===== src/rtl/irqb_pkg.sv =====
package irqb_pkg;

    localparam int unsigned LINES_PER_WORD = 16;
    localparam int unsigned MAX_LINES      = 64;
    localparam int unsigned ADDR_W         = 8;
    localparam int unsigned DATA_W         = 16;

    typedef enum logic [1:0] {
        GRP_MASK = 2'd0,
        GRP_POL  = 2'd1,
        GRP_ACK  = 2'd2,
        GRP_MODE = 2'd3
    } grp_e;

    typedef struct packed {
        logic       valid;
        grp_e       grp;
        logic [1:0] word;
    } reg_dec_t;

    typedef struct packed {
        logic mask;
        logic pol;
        logic edge_mode;
    } line_cfg_t;

    localparam line_cfg_t CFG_RESET = '{mask: 1'b1, pol: 1'b0, edge_mode: 1'b0};

    function automatic reg_dec_t decode_addr(input logic [ADDR_W-1:0] a);
        reg_dec_t d;
        d.valid = (a[7:6] == 2'b00) && (a[1:0] == 2'b00);
        d.grp   = grp_e'(a[5:4]);
        d.word  = a[3:2];
        return d;
    endfunction

endpackage


===== src/rtl/irqb_regs.sv =====
module irqb_regs
    import irqb_pkg::*;
#(
    parameter int unsigned NUM_LINES = 64,
    parameter bit          HAS_ACK   = 1'b1
) (
    input  logic                 clk,
    input  logic                 rst,
    input  logic                 wr_en,
    input  logic [ADDR_W-1:0]    addr,
    input  logic [DATA_W-1:0]    wdata,
    output logic [DATA_W-1:0]    rdata,
    output line_cfg_t            cfg [NUM_LINES],
    output logic [NUM_LINES-1:0] ack_pulse
);

    reg_dec_t             dec;
    line_cfg_t            cfg_q [NUM_LINES];
    logic [NUM_LINES-1:0] mask_vec;

    assign dec = decode_addr(addr);

    always_ff @(posedge clk) begin
        if (rst) begin
            for (int i = 0; i < NUM_LINES; i++) cfg_q[i] <= CFG_RESET;
        end else if (wr_en && dec.valid) begin
            for (int i = 0; i < NUM_LINES; i++) begin
                if (i[5:4] == dec.word) begin
                    case (dec.grp)
                        GRP_MASK: cfg_q[i].mask      <= wdata[i[3:0]];
                        GRP_POL:  cfg_q[i].pol       <= wdata[i[3:0]];
                        GRP_MODE: cfg_q[i].edge_mode <= wdata[i[3:0]];
                        default:  ;
                    endcase
                end
            end
        end
    end

    generate
        if (HAS_ACK) begin : g_ack
            always_comb begin
                ack_pulse = '0;
                if (wr_en && dec.valid && dec.grp == GRP_ACK) begin
                    for (int i = 0; i < NUM_LINES; i++)
                        if (i[5:4] == dec.word) ack_pulse[i] = wdata[i[3:0]];
                end
            end
        end else begin : g_no_ack
            assign ack_pulse = '0;
        end
    endgenerate

    always_comb begin
        rdata = '0;
        if (dec.valid) begin
            for (int i = 0; i < NUM_LINES; i++) begin
                if (i[5:4] == dec.word) begin
                    case (dec.grp)
                        GRP_MASK: rdata[i[3:0]] = cfg_q[i].mask;
                        GRP_POL:  rdata[i[3:0]] = cfg_q[i].pol;
                        GRP_MODE: rdata[i[3:0]] = cfg_q[i].edge_mode;
                        default:  ;
                    endcase
                end
            end
        end
    end

    always_comb begin
        for (int i = 0; i < NUM_LINES; i++) mask_vec[i] = cfg_q[i].mask;
    end

    assign cfg = cfg_q;

    // every line comes out of reset masked
    p_reset_masked_r1: assert property (@(posedge clk) disable iff (rst)
        $past(rst) |-> (&mask_vec));

    // malformed address reads zero and a write there leaves the mask alone
    p_bad_addr_read_r2: assert property (@(posedge clk) disable iff (rst)
        !dec.valid |-> (rdata == '0));
    p_bad_addr_write_r2: assert property (@(posedge clk) disable iff (rst)
        (wr_en && !dec.valid) |=> $stable(mask_vec));

    // acknowledge group reads as zero
    p_ack_reads_zero_r3: assert property (@(posedge clk) disable iff (rst)
        (dec.valid && dec.grp == GRP_ACK) |-> (rdata == '0));

endmodule


===== src/rtl/irqb_lines.sv =====
module irqb_lines
    import irqb_pkg::*;
#(
    parameter int unsigned NUM_LINES = 64,
    parameter bit          HAS_ACK   = 1'b1
) (
    input  logic                 clk,
    input  logic                 rst,
    input  logic [NUM_LINES-1:0] src,
    input  line_cfg_t            cfg [NUM_LINES],
    input  logic [NUM_LINES-1:0] ack_pulse,
    output logic [NUM_LINES-1:0] irq_out
);

    generate
        for (genvar i = 0; i < NUM_LINES; i++) begin : g_line
            logic corr;
            logic prev_q;
            logic latch_q;
            logic edge_set;

            assign corr     = src[i] ^ cfg[i].pol;
            assign edge_set = cfg[i].edge_mode & corr & ~prev_q;

            always_ff @(posedge clk) begin
                if (rst) begin
                    prev_q  <= 1'b0;
                    latch_q <= 1'b0;
                end else begin
                    prev_q  <= corr;
                    latch_q <= cfg[i].edge_mode & (edge_set | (latch_q & ~ack_pulse[i]));
                end
            end

            assign irq_out[i] = ~cfg[i].mask & (cfg[i].edge_mode ? latch_q : corr);

            // a masked line never drives the parent
            p_masked_quiet_r4: assert property (@(posedge clk) disable iff (rst)
                cfg[i].mask |-> !irq_out[i]);

            // a held edge request stays until acknowledged
            p_latch_hold_r6: assert property (@(posedge clk) disable iff (rst)
                (latch_q && cfg[i].edge_mode && !ack_pulse[i]) |=> latch_q);

            // an acknowledge without a coincident edge empties the latch
            p_ack_clears_r8: assert property (@(posedge clk) disable iff (rst)
                (ack_pulse[i] && !edge_set) |=> !latch_q);

            // level mode keeps the latch empty
            p_level_no_latch_r10: assert property (@(posedge clk) disable iff (rst)
                !cfg[i].edge_mode |=> !latch_q);

            if (!HAS_ACK) begin : g_hold
                // without acknowledge, only a mode change drops a request
                p_noack_hold_r9: assert property (@(posedge clk) disable iff (rst)
                    (latch_q && cfg[i].edge_mode) |=> latch_q);
            end
        end
    endgenerate

endmodule


===== src/rtl/irq_level_bridge.sv =====
module irq_level_bridge
    import irqb_pkg::*;
#(
    parameter int unsigned NUM_LINES = 64,
    parameter bit          HAS_ACK   = 1'b1
) (
    input  logic                 clk,
    input  logic                 rst,
    input  logic [NUM_LINES-1:0] irq_src,
    input  logic [7:0]           reg_addr,
    input  logic                 reg_wr,
    input  logic [15:0]          reg_wdata,
    output logic [15:0]          reg_rdata,
    output logic [NUM_LINES-1:0] irq_out
);

    line_cfg_t            cfg [NUM_LINES];
    logic [NUM_LINES-1:0] ack_pulse;

    initial begin
        if (NUM_LINES < 1 || NUM_LINES > MAX_LINES)
            $error("NUM_LINES must lie in 1..%0d", MAX_LINES);
    end

    irqb_regs #(
        .NUM_LINES(NUM_LINES),
        .HAS_ACK  (HAS_ACK)
    ) u_regs (
        .clk      (clk),
        .rst      (rst),
        .wr_en    (reg_wr),
        .addr     (reg_addr),
        .wdata    (reg_wdata),
        .rdata    (reg_rdata),
        .cfg      (cfg),
        .ack_pulse(ack_pulse)
    );

    irqb_lines #(
        .NUM_LINES(NUM_LINES),
        .HAS_ACK  (HAS_ACK)
    ) u_lines (
        .clk      (clk),
        .rst      (rst),
        .src      (irq_src),
        .cfg      (cfg),
        .ack_pulse(ack_pulse),
        .irq_out  (irq_out)
    );

    // outputs are quiet on the first cycle after reset
    p_reset_quiet_r1: assert property (@(posedge clk) disable iff (rst)
        $past(rst) |-> (irq_out == '0));

endmodule


===== config.mk =====
export PLATFORM = sky130hd
export DESIGN_NAME = irq_level_bridge
export DESIGN_NICKNAME = d
export VERILOG_FILES = /design/src/rtl/irqb_pkg.sv /design/src/rtl/irqb_regs.sv /design/src/rtl/irqb_lines.sv /design/src/rtl/irq_level_bridge.sv
export SDC_FILE = /design/constraint.sdc
export NUM_CORES = 1
export LEC_CHECK = 0
export BUFFER_PORTS_ARGS = -buffer_cell sky130_fd_sc_hd__buf_2
export CAP_MARGIN = 5
export CELL_PAD_IN_SITES_DETAIL_PLACEMENT = 0
export CELL_PAD_IN_SITES_GLOBAL_PLACEMENT = 1
export CORE_MARGIN = 2
export CORE_UTILIZATION = 44
export CTS_CLUSTER_DIAMETER = 80
export DETAILED_ROUTE_END_ITERATION = 6
export HOLD_SLACK_MARGIN = 0.03
export PLACE_DENSITY_LB_ADDON = 0.1
export SLEW_MARGIN = 0
export SYNTH_ARGS = -nofsm -noshare
export SYNTH_HDL_FRONTEND = slang
export SYNTH_SLANG_ARGS = --single-unit

===== constraint.sdc =====
create_clock -name clk -period 2.8 [get_ports clk]
set_input_delay 0.56 -clock clk [delete_from_list [all_inputs] [get_ports clk]]
set_output_delay 0.56 -clock clk [all_outputs]
set_load 0.01 [all_outputs]

==> metrics.txt <==
status finished, final reports clean; Reg2Reg Setup Slack 1750 ps; Worst-Margin Slew 707 ps; FF+latch count, synth 320; Num CTS Buffers 38; Root Driver clkbuf_16; DR WL/cell 20.8 um; fill count 3026; Syn Inst Count 1726; largest cells by area after synthesis dfxtp_1 45%, mux2i_1 9.1%, nor2_1 7.7%; adder-cell share of the synthesized area 0%; Critical Path Max Stage Delay 600 ps; Cell Count, Final, Fillers Out 2302; CP Cell Sequence buf_2 > or4_1 > nor3_2 > buf_12 > nand4_1 > o21ai_0 > buf_2; cell area after synthesis 14100 sq um; simple-gate portion of the synthesized area 20.6%; Syn Area/Cell 8.20 sq um; Syn Nets 1817; sequential share of power 45.2%; worst-path maximum fanout 16; worst hold path type primary input to flip-flop; fraction of layout cells with a size suffix above 1 18.1%; post-synth top area cell dfxtp_1; Arr. time, crit path 2200 ps; largest family of logic cells by synthesized area simple AND/OR/NAND/NOR gates; Tcrit/Tclk final 98.7%; Internal Power 7.77 mW; R2R Path Start u_regs.cfg[1]$_SDFFE_PP0P_; dpl ws -20.7 ps; Final Setup Violations 0; Final Hold Viols 0; Clock H-tree levels 2; ant diodes 0; CP required 2240 ps; Peak Freq 362 MHz; mux cell area share after synthesis 9.06%; drt first pass iters 5; Top-Level Pins 171; leakage power total 7.00 nW; CTS sink cnt 320; Clock transition at path regs 60 ps; Fin Hold WS 303 ps; DP HPWL 32500 um; Worst setup startpoint reg_addr[7]; placed inst area 15600 sq um; largest net degree at the start of global routing 98; DRT Wirelength 48000 um; sw frac 24.0%; Register-to-Register Path Depth 3; Clock Skews 12.4 ps; # nets final 1965; vias in the first global route 11.9k; CTS Hold Bufs 0; Core Region 31600 sq um; ANT nets after route 0; CTS tree done; area share of the largest cell type after synthesis 45.3%; buffer count from post-CTS setup fixing 0; crit path capture type primary output; routed vias 12.7k; register area share after synthesis 45.3%; Die Ht 183 um; Die Span X 183 um; final worst slack 35.3 ps; placed cell count 2236; drc violations 0; total grt overflow 0; RSZ-0062 raised after global routing false; Combinational Power Share 7.5%; Synth warnings 0; most frequent CP cell buf_2; Skew-Pair Late Insertion Delay 520 ps; Tot GR Track Use 28.2%; I/O Buffers 170; CP Launch Type primary input; Finished Cell Area 16900 sq um; first-pass GRT wire length 72200 um; Vias/cell 5.54; critical path's slowest cell or4_1; Pwr per Cell Area 606 nW/um^2; post-synthesis xor/xnor area fraction 3.96%; Max VDD drop 0.443 mV; reg-to-reg endpoint u_lines.g_line[63].latch_q$_SDFF_PP0_; Final Max Tran Viols 0; Initial Util 44.7%; synthesis-to-layout area growth 19.3%; multi-input logic area 7200 sq um; Max Cap Viol 0; drt initial violations 917; die footprint 33600 sq um; Psw 2.45 mW; initial antenna violation count 0; RePlAce Congestion 0.921; Unique masters post-synth 37; row count 65; Seq. cell area 6410 sq um; crit path kind primary input to primary output; Worst slew margin 52.9%; clock network power share 47.3%; CTS Buffer Depth 3; Final min period 2760 ps; complex-gate fraction of the synthesized area 17.2%; CP endpoint reg_rdata[13]; hold path depth 3
-- worst min-delay path by stage --
stage,start,to
after floorplan,u_lines.g_line[0].latch_q$_SDFF_PP0_,u_lines.g_line[0].latch_q$_SDFF_PP0_
after global placement,u_lines.g_line[5].latch_q$_SDFF_PP0_,u_lines.g_line[5].latch_q$_SDFF_PP0_
after detailed placement,u_lines.g_line[25].latch_q$_SDFF_PP0_,u_lines.g_line[25].latch_q$_SDFF_PP0_
after CTS,irq_src[44],u_lines.g_line[44].prev_q$_SDFF_PP0_
after global routing,irq_src[10],u_lines.g_line[10].prev_q$_SDFF_PP0_
final,irq_src[10],u_lines.g_line[10].prev_q$_SDFF_PP0_
-- power by group through the flow --
stage                     Sequential (mW)  Combinational, mW  Clock [mW]
after detailed placement             4.72              0.755           0
after floorplan                      4.72              0.441           0
after global placement               4.72              0.751           0
after global routing                 4.62              0.816        5.09
after CTS                            4.62              0.757        4.90
final                                4.62              0.764        4.84
-- through the flow --
| stage | TNS (ps) | util [%] | power (mW) |
|---|---|---|---|
| after CTS | 0 | 53.3 | 10.3 |
| after global placement | 0 | 49.4 | 5.47 |
| after floorplan | 0 | - | 5.16 |
| after detailed placement | -20.7 | 49.4 | 5.48 |
| final | 0 | 53.3 | 10.2 |
| after global routing | 0 | 53.3 | 10.5 |
-- cells in the mapped netlist --
library cell,count
nor3_2,1
a41o_1,1
buf_2,4
and4_1,3
dfxtp_1,320
o21ai_1,3
nor4b_1,1
nor2_1,289
nand2_1,246
or4_1,1
a21oi_1,191
o21a_1,1
o21ai_0,59
buf_1,5
nor3b_1,1
o221ai_1,13
or2_2,49
buf_6,2
inv_1,18
nand3_1,36
clkbuf_1,107
nor3_4,2
o211a_1,17
nor4_2,1
o211ai_1,99
nand4_1,22
and2_0,1
mux2i_1,128
nand2b_1,14
nor4_1,1
nand3b_1,1
buf_4,3
a21boi_0,16
and2_1,1
xnor2_1,64
nor2b_1,3
nor4_4,2
-- flip-flops by register name (all words and copies together) (netlist names) --
signal / flops
u_regs.cfg: 192
u_lines.g_line.latch_q: 64
u_lines.g_line.prev_q: 64
-- timing repair --
item,4_1_cts,5_1_grt
setup endpoints to repair,1,0
endpoints found under the hold margin,0,0
resized for setup,1,0
-- worst max-delay path: cells and delay by family --
kind | cells | cell delay, ps
and+or+nand+nor | 3 | 960
AOI/OAI and AO/OA | 1 | 180
buffers and inverters | 3 | 490
-- cells in the final DEF (no fill, tap or decap), types with 3 or more instances in the layout --
cell       count
a21boi_0      16
a21oi_1      191
o211ai_1      99
inv_1         17
or2_2         49
o21ai_0       59
buf_4         47
o211a_1       17
xnor2_1       64
nor2b_1        3
nand2b_1      14
buf_12        13
o21ai_1        3
clkbuf_16     41
and4_1         3
clkbuf_1      10
o221ai_1      13
nor2_1       289
nand2_1      245
nand3_1       36
mux2i_1      128
nand4_1       22
dfxtp_1      320
buf_2        168
clkbuf_8       9
clkinv_2       4
-- cell type report --
cell class	count	area share, %
multi-input combinational	1267	42.7
inverter	18	0.415
timing repair buffer	229	8.69
tap	402	2.98
clock inverter	6	0.215
clock buffer	60	7.04
sequential	320	38.0
-- kinds of logic after synthesis --
family | Yosys count
and+or+nand+nor | 675
AOI/OAI and AO/OA | 400
DFF | 320
buffers and inverters | 139
muxes | 128
xor gates and xnor gates | 64
-- routing by layer --
| metal | track usage (%) | vias to the layer above | wire, um |
|---|---|---|---|
| met5 | 0 | - | 0 |
| met4 | 7.78 | 0 | 1110 |
| met3 | 4.33 | 65 | 3070 |
| met2 | 43.4 | 433 | 21000 |
| met1 | 40.9 | 6048 | 22800 |
| li1 | - | 6200 | - |
No activity file was read; power rests on OpenSTA's default activity.
